### config.mk
export PLATFORM = sky130hd
export DESIGN_NAME = lane_order_pad
export DESIGN_NICKNAME = d
export VERILOG_FILES = /design/src/rtl/lane_order_pkg.sv /design/src/rtl/lane_order_match.sv /design/src/rtl/lane_order_mux.sv /design/src/rtl/lane_order_pad.sv
export SDC_FILE = /design/constraint.sdc
export NUM_CORES = 1
export LEC_CHECK = 0
export ABC_AREA = 1
export BUFFER_PORTS_ARGS = -buffer_cell sky130_fd_sc_hd__buf_2
export CORE_MARGIN = 4
export CORE_UTILIZATION = 45
export CTS_CLUSTER_SIZE = 14
export DETAILED_ROUTE_END_ITERATION = 10
export HOLD_SLACK_MARGIN = 0.08
export PLACE_DENSITY_LB_ADDON = 0.3
export SLEW_MARGIN = 20
export SYNTH_ARGS = -nofsm -noshare
export SYNTH_HDL_FRONTEND = slang
export SYNTH_SLANG_ARGS = --single-unit
### constraint.sdc
create_clock -name clk -period 2.3 [get_ports clk]
set_clock_uncertainty 0.05 [all_clocks]
set_input_delay 0.575 -clock clk [delete_from_list [all_inputs] [get_ports clk]]
set_output_delay 0.575 -clock clk [all_outputs]
set_load 0.1 [all_outputs]
### src/rtl/lane_order_pkg.sv
package lane_order_pkg;

    typedef enum logic [1:0] {
        ST_HUNT    = 2'd0,
        ST_PEND    = 2'd1,
        ST_LOCK_ST = 2'd2,
        ST_LOCK_SH = 2'd3
    } lo_state_e;

    typedef enum logic [1:0] {
        SEL_STRAIGHT = 2'd0,
        SEL_PAD      = 2'd1,
        SEL_SHIFT    = 2'd2
    } lo_sel_e;

endpackage

### src/rtl/lane_order_match.sv
module lane_order_match #(
    parameter int          LANE_W  = 8,
    parameter logic [LANE_W:0] PATTERN = 9'h1BC
) (
    input  logic [LANE_W-1:0] lane_data,
    input  logic              lane_flag,
    output logic              hit
);
    always_comb begin
        hit = ({lane_flag, lane_data} == PATTERN);
    end
endmodule

### src/rtl/lane_order_mux.sv
module lane_order_mux
    import lane_order_pkg::*;
#(
    parameter int          LANE_W = 8,
    parameter int          LANES  = 4,
    parameter logic [LANE_W:0] PAD = 9'h000,
    localparam int         DW     = LANE_W * LANES,
    localparam int         HL     = LANES / 2,
    localparam int         HW     = LANE_W * HL
) (
    input  logic [DW-1:0]    in_data,
    input  logic [LANES-1:0] in_ctl,
    input  logic [HW-1:0]    prev_data,
    input  logic [HL-1:0]    prev_ctl,
    input  lo_sel_e          sel,
    output logic [DW-1:0]    mux_data,
    output logic [LANES-1:0] mux_ctl
);
    logic [HW-1:0] pad_data;
    logic [HL-1:0] pad_ctl;

    for (genvar g = 0; g < HL; g++) begin : g_pad
        assign pad_data[g*LANE_W +: LANE_W] = PAD[LANE_W-1:0];
        assign pad_ctl[g]                   = PAD[LANE_W];
    end

    always_comb begin
        unique case (sel)
            SEL_PAD: begin
                mux_data = {in_data[HW-1:0], pad_data};
                mux_ctl  = {in_ctl[HL-1:0], pad_ctl};
            end
            SEL_SHIFT: begin
                mux_data = {in_data[HW-1:0], prev_data};
                mux_ctl  = {in_ctl[HL-1:0], prev_ctl};
            end
            default: begin
                mux_data = in_data;
                mux_ctl  = in_ctl;
            end
        endcase
    end
endmodule

### src/rtl/lane_order_pad.sv
module lane_order_pad
    import lane_order_pkg::*;
#(
    parameter int          LANE_W  = 8,
    parameter int          LANES   = 4,
    parameter logic [LANE_W:0] PATTERN = 9'h1BC,
    parameter logic [LANE_W:0] PAD     = 9'h000,
    localparam int         DW      = LANE_W * LANES,
    localparam int         HL      = LANES / 2,
    localparam int         HW      = LANE_W * HL
) (
    input  logic             clk,
    input  logic             rst_n,
    input  logic [DW-1:0]    in_data,
    input  logic [LANES-1:0] in_ctl,
    input  logic             in_sync,
    output logic [DW-1:0]    out_data,
    output logic [LANES-1:0] out_ctl,
    output logic             ordered
);
    typedef struct packed {
        lo_state_e        st;
        logic [HW-1:0]    prev_data;
        logic [HL-1:0]    prev_ctl;
        logic [DW-1:0]    odata;
        logic [LANES-1:0] octl;
        logic             ord;
    } regs_t;

    regs_t   r_q, r_d;
    lo_sel_e sel;
    lo_state_e st_next;
    logic    hit_lo, hit_hi, hit_prev;
    logic [DW-1:0]    mux_data;
    logic [LANES-1:0] mux_ctl;

    // lane 0 of the incoming word
    lane_order_match #(.LANE_W(LANE_W), .PATTERN(PATTERN)) u_match_lo (
        .lane_data (in_data[LANE_W-1:0]),
        .lane_flag (in_ctl[0]),
        .hit       (hit_lo)
    );

    // lowest lane of the incoming upper half
    lane_order_match #(.LANE_W(LANE_W), .PATTERN(PATTERN)) u_match_hi (
        .lane_data (in_data[HW +: LANE_W]),
        .lane_flag (in_ctl[HL]),
        .hit       (hit_hi)
    );

    // lowest lane of the held upper half (lane 0 of a shifted word)
    lane_order_match #(.LANE_W(LANE_W), .PATTERN(PATTERN)) u_match_prev (
        .lane_data (r_q.prev_data[LANE_W-1:0]),
        .lane_flag (r_q.prev_ctl[0]),
        .hit       (hit_prev)
    );

    lane_order_mux #(.LANE_W(LANE_W), .LANES(LANES), .PAD(PAD)) u_mux (
        .in_data   (in_data),
        .in_ctl    (in_ctl),
        .prev_data (r_q.prev_data),
        .prev_ctl  (r_q.prev_ctl),
        .sel       (sel),
        .mux_data  (mux_data),
        .mux_ctl   (mux_ctl)
    );

    // state decision and lane selection
    always_comb begin
        sel     = SEL_STRAIGHT;
        st_next = r_q.st;
        if (!in_sync) begin
            st_next = ST_HUNT;
        end else begin
            unique case (r_q.st)
                ST_HUNT: begin
                    if (hit_lo) begin
                        st_next = ST_LOCK_ST;
                    end else if (hit_hi) begin
                        sel     = SEL_PAD;
                        st_next = ST_PEND;
                    end
                end
                ST_PEND: begin
                    sel     = SEL_SHIFT;
                    st_next = hit_prev ? ST_LOCK_SH : ST_HUNT;
                end
                ST_LOCK_SH: sel = SEL_SHIFT;
                default:    sel = SEL_STRAIGHT;
            endcase
        end
    end

    // next register contents
    always_comb begin
        r_d           = r_q;
        r_d.st        = st_next;
        r_d.prev_data = in_data[DW-1:HW];
        r_d.prev_ctl  = in_ctl[LANES-1:HL];
        r_d.odata     = mux_data;
        r_d.octl      = mux_ctl;
        r_d.ord       = (st_next == ST_LOCK_ST) || (st_next == ST_LOCK_SH);
    end

    always_ff @(posedge clk or negedge rst_n) begin
        if (!rst_n) begin
            r_q <= '{st: ST_HUNT, default: '0};
        end else begin
            r_q <= r_d;
        end
    end

    assign out_data = r_q.odata;
    assign out_ctl  = r_q.octl;
    assign ordered  = r_q.ord;
endmodule

* Yosys cells after proc, flatten, opt, wreduce, memory -nomap -nowiden
Cells that the tools add are included.
** Cells by class
- $add $sub $neg :: 0
- Multiplexer cells :: 11
- $mul :: 0
- Bitwise gates (word level) :: 0
- $lt $le $gt $ge :: 0
- Div/mod/pow operators :: 0
- Shift-type cells :: 0
- Reductions and logical operators :: 3
- Eq/ne operators :: 9
** Operator list (number)
- $pmux W32 S2 :: 1
- $eq A9 B9 Y1 const B :: 3
- $mux W2 :: 5
- $eq A2 B2 Y1 const B :: 4
- $pmux W2 S2 :: 2
- $pmux W4 S2 :: 1
- $eq A2 B1 Y1 const B :: 2
- $logic_not A2 Y1 :: 1
- $mux W1 :: 2
- $reduce_or A2 Y1 :: 1
- $logic_or A1 B1 Y1 :: 1
** Storage, ports and cells
- Latch bits :: 0
- Output and inout bits :: 37
- Bits in writable memories :: 0
- ROM bits :: 0
- Flip-flop bits (word level) :: 57
- Memories kept :: 0
- Logic and storage cells :: 29
- Input port bits :: 39

* Longest topological paths before layout
Gate-level depths: netlist of run 1.
- Word-level depth :: 7
- Depth in mapped cells :: 11
- Gate-level depth less buffers :: 9

* Cells and area by module
Synthesis of run 1 repeated with hierarchy kept, for this count alone.
** Second synthesis, totals
- Cell total of the unflattened synthesis :: 295
- Area total of the unflattened synthesis :: 2537.4 µm²
** Modules (own cells, without submodules)
- lane_order_pad :: seq. area each 1426.4 µm², area an instance 1767.9 µm², cells an instance 111, instances 1
- lane_order_mux :: seq. area each 0.0 µm², area an instance 664.4 µm², cells an instance 160, instances 1
- lane_order_match :: seq. area each 0.0 µm², area an instance 35.0 µm², cells an instance 8, instances 3

* Worst setup path before layout of run 1
Ideal clock, no wire load.
- Path type :: input to register
- From :: in in_data[22]
- To :: reg r_q, in the netlist out_data[17]
- Setup time :: 117 ps
- Stages :: 11
- Setup slack :: 357 ps
- Data required time :: 2133 ps
- Data arrival time :: 1776 ps
- Path buffers :: 3
- Cell sequence :: inv_1 > nand3_1 > nor2_1 > nand3_1 > ha_1 > buf_6 > or2_1 > buf_6 > buf_6 > nand3_1 > nand2_1
** Between the ends
- Word-level cells in the longest chain between the ends :: 7
- Elaborated cells on any way between the ends :: 8
- Those cells by class :: eq/ne: 3; mux: 5
** RTL lines
- start: declaration :: line lane_order_pad.sv:14 : input logic [DW-1:0] in_data,
- $eq A9 B9 Y1 (*) :: line lane_order_match.sv:10 : hit = ({lane_flag, lane_data} == PATTERN);
- $mux W1 (*) :: line lane_order_pad.sv:79 : end else if (hit_hi) begin
- $mux W1 (*) :: line lane_order_pad.sv:77 : if (hit_lo) begin
- $pmux W2 S2 (*) :: line lane_order_pad.sv:75 : unique case (r_q.st)
- $mux W2 (*) :: line lane_order_pad.sv:72 : if (!in_sync) begin
- $eq A2 B2 Y1 / $eq A2 B1 Y1 (equally long branches) :: line lane_order_mux.sv:28 : unique case (sel)
- $pmux W32 S2 (*) :: line lane_order_mux.sv:28
- net mux_data[17] :: line lane_order_pad.sv:34 : logic [DW-1:0] mux_data;
- end signal: assignment :: line lane_order_pad.sv:109 : r_q <= r_d;
- end: declaration :: line lane_order_pad.sv:30 : regs_t r_q, r_d;
The timed path passes the listed nets; every way through them passes the cells marked *.

* Worst setup path after layout of run 1
- From :: reg r_q[56] (netlist bit)
- To :: reg r_q, in the netlist out_data[22]
** Between the ends
- Word-level cells in the longest chain between the ends :: 6
- Elaborated cells on any way between the ends :: 9
- Those cells by class :: eq/ne: 4; mux: 3; reduce/logical: 2
** RTL lines (line)
- $eq A2 B2 Y1 / $eq A2 B1 Y1 (equally long branches) :: lane_order_pad.sv:75
- $reduce_or A2 Y1 (no line)
- $pmux W2 S2 (*) :: lane_order_pad.sv:75
- $mux W2 (*) :: lane_order_pad.sv:72
- $eq A2 B2 Y1 / $eq A2 B1 Y1 (equally long branches) :: lane_order_mux.sv:28
- $pmux W32 S2 (*) :: lane_order_mux.sv:28
- net mux_data[22] :: lane_order_pad.sv:34
Marks and branches as above.

==> flow_summary_export.csv, run 1 <==
group,metric,value,unit
clock_tree,cts_inserted_buffers,9,
place,gp_routability_congestion,0.802,
status,outcome,"completed",
power,share_clk_of_total_power,38.4,%
sta,unrepaired_setup_endpoints_after_global_routing,"no",
synth,synth.lib_cells_used.distinct,15,
cells_and_area,n_antenna_cell,0,
clock_tree,post-cts-setup-buffer-count,0,
synth,synth_nets,290,
critical_path,cp_capture_type,"flop",
clock_tree,ctsHtreeMaxLevel,3,
routing,via_count,1649,
power,ir_drop,494,uV
sta,final_min_period_over_clock_period,79.2,%
sta,hold_violations,0,
grt,grt_start_max_net_pins,39,
routing,postRouteWirelength,4770,um
cells_and_area,share_of_post_route_cells_with_drive_strength_above_1,33.2,%
sta,maxClockFrequency,549,MHz
clock_tree,holdBufCountCts,0,
floorplanning,core_area,5110,sq um
sta,layout_min_cycle_time,1820,ps
cells_and_area,final_design_area_no_fill,2800,sq um
clock_tree,root_buffer,"sky130_fd_sc_hd__clkbuf_8",
cells_and_area,finish.utilization,54.9,%
hold_path,min_path_type,"input pin to async pin",
power,power.sequential.fraction,45.2,%
critical_path,worst_setup_path_type,"flop to flop",
power,combinational_cell_fraction_of_total_power,16.4,%
floorplanning,boundaryPins,76,
sta,slew_violations,0,
critical_path,path_max_fanout,17,
synth,yosysWarningCount,0,
sta,total_neg_setup_slack,0,ps
routing,drt_iter0_markers,103,
floorplanning,chipWidth,80.8,um
clock_tree,cts_tree,"yes",
power,intPower,1640,uW
synth,ys_ff_latch,57,
grt,grt_use_total,15.8,%
routing,drc,0,
power,pwr_density_cell,840,nW/um^2
grt,number_of_antenna_violations_at_the_first_check_in_global_routing,0,
routing,drt_pre_antenna_iters,4,
place,place_hpwl,3330,um
synth,post_synth_instance_area,2380,sq um
routing,postRouteAntennaNets,0,
floorplanning,height_of_the_die,80.8,um
clock_tree,cts_sinks,57,
cells_and_area,nets,337,
synth,syn_avg_cell_area,9.58,sq um
run,cap_violations,0,
synth,ys_seq_area_share,59.8,%
critical_path,required,2490,ps
power,leakagePower,0.00152,uW
grt,grt_first_pass_wirelength,7710,um
routing,post_drt_wl_per_cell,12.8,um
grt,grt_overflow_total,0,
place,postPlaceCellArea,2610,sq um
clock_tree,postCtsResizedCells,0,
clock_tree,clockBufferDepth,2,
sta,setup_violations,0,
clock_tree,clk_transition_reported_paths,70,ps
place,io_buffers,75,
critical_path,worstSetupStartpointType,"flop",
critical_path,cp_data_arrival_time,2010,ps
cells_and_area,syn2layout_area_growth,17.5,%
critical_path,worst_r2r_path_depth,10,
floorplanning,start_util,46.7,%
routing,routed_via_density,4.44,
sta,worst-slew-pin-transition,501,ps
floorplanning,die-area,6530,sq um
floorplanning,placementRows,26,
grt,via_count_of_the_first_global_routing_pass,1670,
sta,slew_headroom,66.8,%
sta,final.hold.worst_slack,153,ps
power,netSwitchingPower,715,uW
synth,synth_cells,249,
power,switching_share,30.4,%
clock_tree,clk-insertion-delay-late,320,ps
==> final cells by class <==
cell class	count	area, sq um
Multi-Input combinational cell	140	601
Clock inverter	6	57.6
Clock buffer	10	138
Fill cell	478	2310
Inverter	5	18.8
Timing Repair Buffer	83	473
Tap cell	70	87.6
Sequential cell	57	1430
==> path summary, 6_finish.rpt <==
kind                                           to         startpoint  slack (ps)
hold reg to reg            out_data[15]$_DFF_PN0_  r_q[54]$_DFF_PN0_         420
min in group clk                r_q[47]$_DFF_PN0_        in_data[24]         320
max in group asynchronous       r_q[55]$_DFF_PN0_              rst_n        1500
setup reg to reg           out_data[22]$_DFF_PN0_  r_q[56]$_DFF_PN0_         480
setup / recovery           out_data[22]$_DFF_PN0_  r_q[56]$_DFF_PN0_         480
hold / removal             out_data[26]$_DFF_PN0_              rst_n         150
==> power groups by stage <==
| stage | Sequential [uW] | Combinational [uW] | Clock, uW |
|---|---|---|---|
| floorplan | 1080 | 327 | 0 |
| global placement | 1080 | 386 | 0 |
| detailed placement | 1080 | 388 | 0 |
| CTS | 1060 | 389 | 927 |
| global route | 1070 | 408 | 977 |
| finish | 1060 | 385 | 904 |
==> cells in the mapped netlist <==
cell type / count / area share [%]
sky130_fd_sc_hd__buf_2: 4 / 0.84
sky130_fd_sc_hd__buf_4: 36 / 11
sky130_fd_sc_hd__buf_6: 3 / 1.4
sky130_fd_sc_hd__clkbuf_1: 4 / 0.63
sky130_fd_sc_hd__dfrtp_1: 57 / 60
sky130_fd_sc_hd__ha_1: 2 / 1.0
sky130_fd_sc_hd__inv_1: 4 / 0.63
sky130_fd_sc_hd__inv_2: 1 / 0.16
sky130_fd_sc_hd__nand2_1: 83 / 13
sky130_fd_sc_hd__nand3_1: 40 / 8.4
sky130_fd_sc_hd__nand4_1: 1 / 0.26
sky130_fd_sc_hd__nor2_1: 11 / 1.7
sky130_fd_sc_hd__nor3_1: 1 / 0.21
sky130_fd_sc_hd__o21ai_0: 1 / 0.21
sky130_fd_sc_hd__or2_1: 1 / 0.26
==> worst max-delay path, cell delays in order (launching register included) <==
cell and delay, ps:
sky130_fd_sc_hd__dfrtp_1 380, sky130_fd_sc_hd__nor2_1 180, sky130_fd_sc_hd__nand3_1 90, sky130_fd_sc_hd__nor2_1 110, sky130_fd_sc_hd__nand3_1 130, sky130_fd_sc_hd__inv_1 80
sky130_fd_sc_hd__ha_1 260, sky130_fd_sc_hd__inv_2 160, sky130_fd_sc_hd__buf_12 160, sky130_fd_sc_hd__nand3_1 70, sky130_fd_sc_hd__o21ai_0 70
==> stage by stage <==
stage                     setup WS [ps]  total power (uW)  std cells
after floorplan                     357              1410        249
final                               478              2350        371
after global placement              271              1470        355
after CTS                           487              2380        371
after global routing                304              2450        371
after detailed placement            212              1470        355
==> sequential cells by signal, summed over array words and instances, names as in the netlist <==
name and cells:
r_q 20, out_ctl 4, ordered 1, out_data 32
==> cells by family (layout without fill, tap and decap cells) <==
family / Yosys count / after routing / share of synthesized area [%]
buf+inv: 52 / 104 / 15.0
fa+ha+maj: 2 / 2 / 1.05
compound gates: 1 / 1 / 0.210
simple gates: 137 / 137 / 23.9
flops: 57 / 57 / 59.8
==> routing by layer <==
metal	vias up	track usage, %	share of wire (%)
met2	47	24.3	48
met4	0	8.45	2.2
met3	10	4.10	7.3
met1	752	20.7	43
met5	-	0	0
li1	840	-	-
==> layout by cell type, fill, tap and decap left out <==
cell	instances
sky130_fd_sc_hd__nand3_1	40
sky130_fd_sc_hd__nor3_1	1
sky130_fd_sc_hd__clkbuf_8	10
sky130_fd_sc_hd__bufinv_16	1
sky130_fd_sc_hd__buf_12	3
sky130_fd_sc_hd__buf_2	75
sky130_fd_sc_hd__inv_1	4
sky130_fd_sc_hd__nand2_1	83
sky130_fd_sc_hd__nand4_1	1
sky130_fd_sc_hd__inv_2	1
sky130_fd_sc_hd__or2_1	1
sky130_fd_sc_hd__buf_4	5
sky130_fd_sc_hd__clkinv_2	4
sky130_fd_sc_hd__clkinvlp_4	1
sky130_fd_sc_hd__o21ai_0	1
sky130_fd_sc_hd__dfrtp_1	57
sky130_fd_sc_hd__nor2_1	11
sky130_fd_sc_hd__ha_1	2
No activity file was read; power rests on OpenSTA's default activity.
==> inputs of run 2 (changes only) <==
clock period = 1.9 ns   (was 2.3 ns; I/O delays follow)
==> run 2 against run 1 <==
  * Clock-buffer cell count did not move
  * Wire length up 1.5%
  * Hold slack worse by 66 ps
  * Critical path depth is 1 lower
  * Non-clock buffer count up 14
  * Largest power group unchanged
==> flow_summary_export.csv, run 2 (synthesized netlist as in run 1, its figures left out) <==
group,metric,value,unit
critical_path,timing.critical_path.max_delay_family,"simple AND/OR/NAND/NOR gates",
floorplanning,core_area,5110,sq um
critical_path,critPathLaunch,"r_q[56]$_DFF_PN0_",
critical_path,critical_path.reg2reg.endpoint,"out_data[22]$_DFF_PN0_",
critical_path,cp_capture_type,"flop",
floorplanning,die-area,6530,sq um
clock_tree,ctsHtreeMaxLevel,3,
grt,via_count_of_the_first_global_routing_pass,1704,
sta,slew_violations,0,
critical_path,cp.depth,9,
sta,layout_min_cycle_time,1750,ps
critical_path,worst_r2r_path_depth,9,
cells_and_area,share_of_post_route_cells_with_drive_strength_above_1,36.4,%
critical_path,path_max_fanout,8,
floorplanning,start_util,46.7,%
clock_tree,cts_sinks,57,
sta,slew_headroom,67.0,%
grt,met1_usage,19.3,%
power,fin_total_pwr,2830,uW
grt,grt_use_total,16.0,%
critical_path,worst_reg2reg_setup_slack,150,ps
floorplanning,placementRows,26,
critical_path,cp_common_cell,"sky130_fd_sc_hd__nand3_1",
sta,maxClockFrequency,572,MHz
grt,number_of_antenna_violations_at_the_first_check_in_global_routing,0,
critical_path,r2r_start,"r_q[56]$_DFF_PN0_",
grt,use_met3,4.77,%
floorplanning,chipWidth,80.8,um
cells_and_area,nets,351,
critical_path,cells_along_the_critical_path,"nor2_2, nand3_1, nor2_1, nand3_2, ha_1, or2_1, buf_4, nand3_1, o21ai_0",
cells_and_area,n_antenna_cell,0,
grt,grt_first_pass_wirelength,7690,um
status,outcome,"completed",
sta,hold_violations,0,
clock_tree,cts_inserted_buffers,9,
critical_path,worstSetupStartpointType,"flop",
cells_and_area,syn2layout_area_growth,21.1,%
routing,drt_iter0_markers,65,
cells_and_area,largest_register_ff_count,32,
critical_path,cpPeakStageDelay,390,ps
sta,worst-slew-pin-transition,498,ps
hold_path,min_path_type,"input pin to async pin",
critical_path,timing.critical_path.to,"out_data[22]$_DFF_PN0_",
sta,final_min_period_over_clock_period,92.1,%
place,postPlaceCellArea,2700,sq um
grt,globalRoute.busiestLayer,"met2",
critical_path,worst_setup_path_type,"flop to flop",
routing,via_count,1696,
sta,total_neg_setup_slack,0,ps
clock_tree,clockBufferDepth,2,
cells_and_area,final_design_area_no_fill,2890,sq um
routing,drc,0,
cells_and_area,mostFrequentLayoutCell,"sky130_fd_sc_hd__nand2_1",
critical_path,required,2050,ps
sta,final.hold.worst_slack,87.7,ps
clock_tree,root_buffer,"sky130_fd_sc_hd__clkbuf_8",
place,io_buffers,75,
routing,postRouteAntennaNets,0,
routing,drt_pre_antenna_iters,4,
clock_tree,post-cts-setup-buffer-count,0,
critical_path,cp.buffers_inverters,1,
grt,grt_overflow_total,0,
power,ir_drop,427,uV
cells_and_area,final_cell_mix,"sky130_fd_sc_hd__nand2_1, sky130_fd_sc_hd__buf_2, sky130_fd_sc_hd__dfrtp_1, sky130_fd_sc_hd__nand3_1, sky130_fd_sc_hd__buf_4",
grt,grt_start_max_net_pins,58,
routing,routed_via_density,4.43,
critical_path,crit_slowest_cell,"sky130_fd_sc_hd__dfrtp_1",
place,gp_routability_congestion,0.808,
power,pwr_density_cell,979,nW/um^2
routing,post_drt_wl_per_cell,12.6,um
sta,unrepaired_setup_endpoints_after_global_routing,"no",
run,cap_violations,0,
place,place_hpwl,3330,um
clock_tree,clk-insertion-delay-late,330,ps
sta,setup_violations,0,
grt,use_met2,26.3,%
floorplanning,boundaryPins,76,
clock_tree,cts_tree,"yes",
clock_tree,clk_transition_reported_paths,70,ps
critical_path,cp_data_arrival_time,1900,ps
power,leakagePower,0.00159,uW
floorplanning,height_of_the_die,80.8,um
routing,postRouteWirelength,4840,um
run 2: changes by cell type in the layout (fill, tap and decap cells not counted), sizes merged:
cell / before / now
clkinvlp: 1 / 0
buf: 83 / 97
clkinv: 4 / 3
run 2: final cells by class:
type	count	area, sq um
clock buffers	10	138
clock inverters	4	45.0
fillers	480	2220
inverters	5	18.8
multi-input cells	140	608
flip-flops and latches	57	1430
well taps	70	87.6
repair buffers	97	566
run 2: routing by layer:
layer | routed length, um | part of all wire (%)
met5 | 0 | 0
met1 | 2150 | 44
met4 | 79 | 1.6
met3 | 274 | 5.7
met2 | 2340 | 48
run 2: timing repair:
| item | 4_1_cts | 5_1_grt |
|---|---|---|
| setup endpoints to repair | 0 | 21 |
| hold buffers | 0 | 0 |
| endpoints found under the hold margin | 0 | 0 |
| gates resized for setup | 0 | 2 |
run 2: power by group:
group | internal, uW | switching [uW] | leakage, uW
combinational | 95.5 | 390 | 0.000817
clock | 619 | 435 | 0.0000978
sequential | 1270 | 16.2 | 0.000671
total | 1990 | 841 | 0.00159
run 2: metrics by stage:
step	utilization, %	setup slack (ps)	instances
floorplan	-	53.3	249
global placement	52.8	-1.41	369
detailed placement	52.8	-43.6	369
CTS	56.4	106	383
global route	56.6	8.86	383
finish	56.6	150	383
run 2: how the worst min path moves through the flow:
stage,from,to,slack (ps),cells after the start
2_1_floorplan,rst_n,ordered$_DFF_PN0_,130,0
3_3_place_gp,r_q[54]$_DFF_PN0_,out_data[15]$_DFF_PN0_,400,2
3_5_place_dp,r_q[54]$_DFF_PN0_,out_data[15]$_DFF_PN0_,410,2
4_1_cts,rst_n,out_data[29]$_DFF_PN0_,90,2
5_1_grt,rst_n,out_data[25]$_DFF_PN0_,100,2
6_report,rst_n,out_data[29]$_DFF_PN0_,90,2
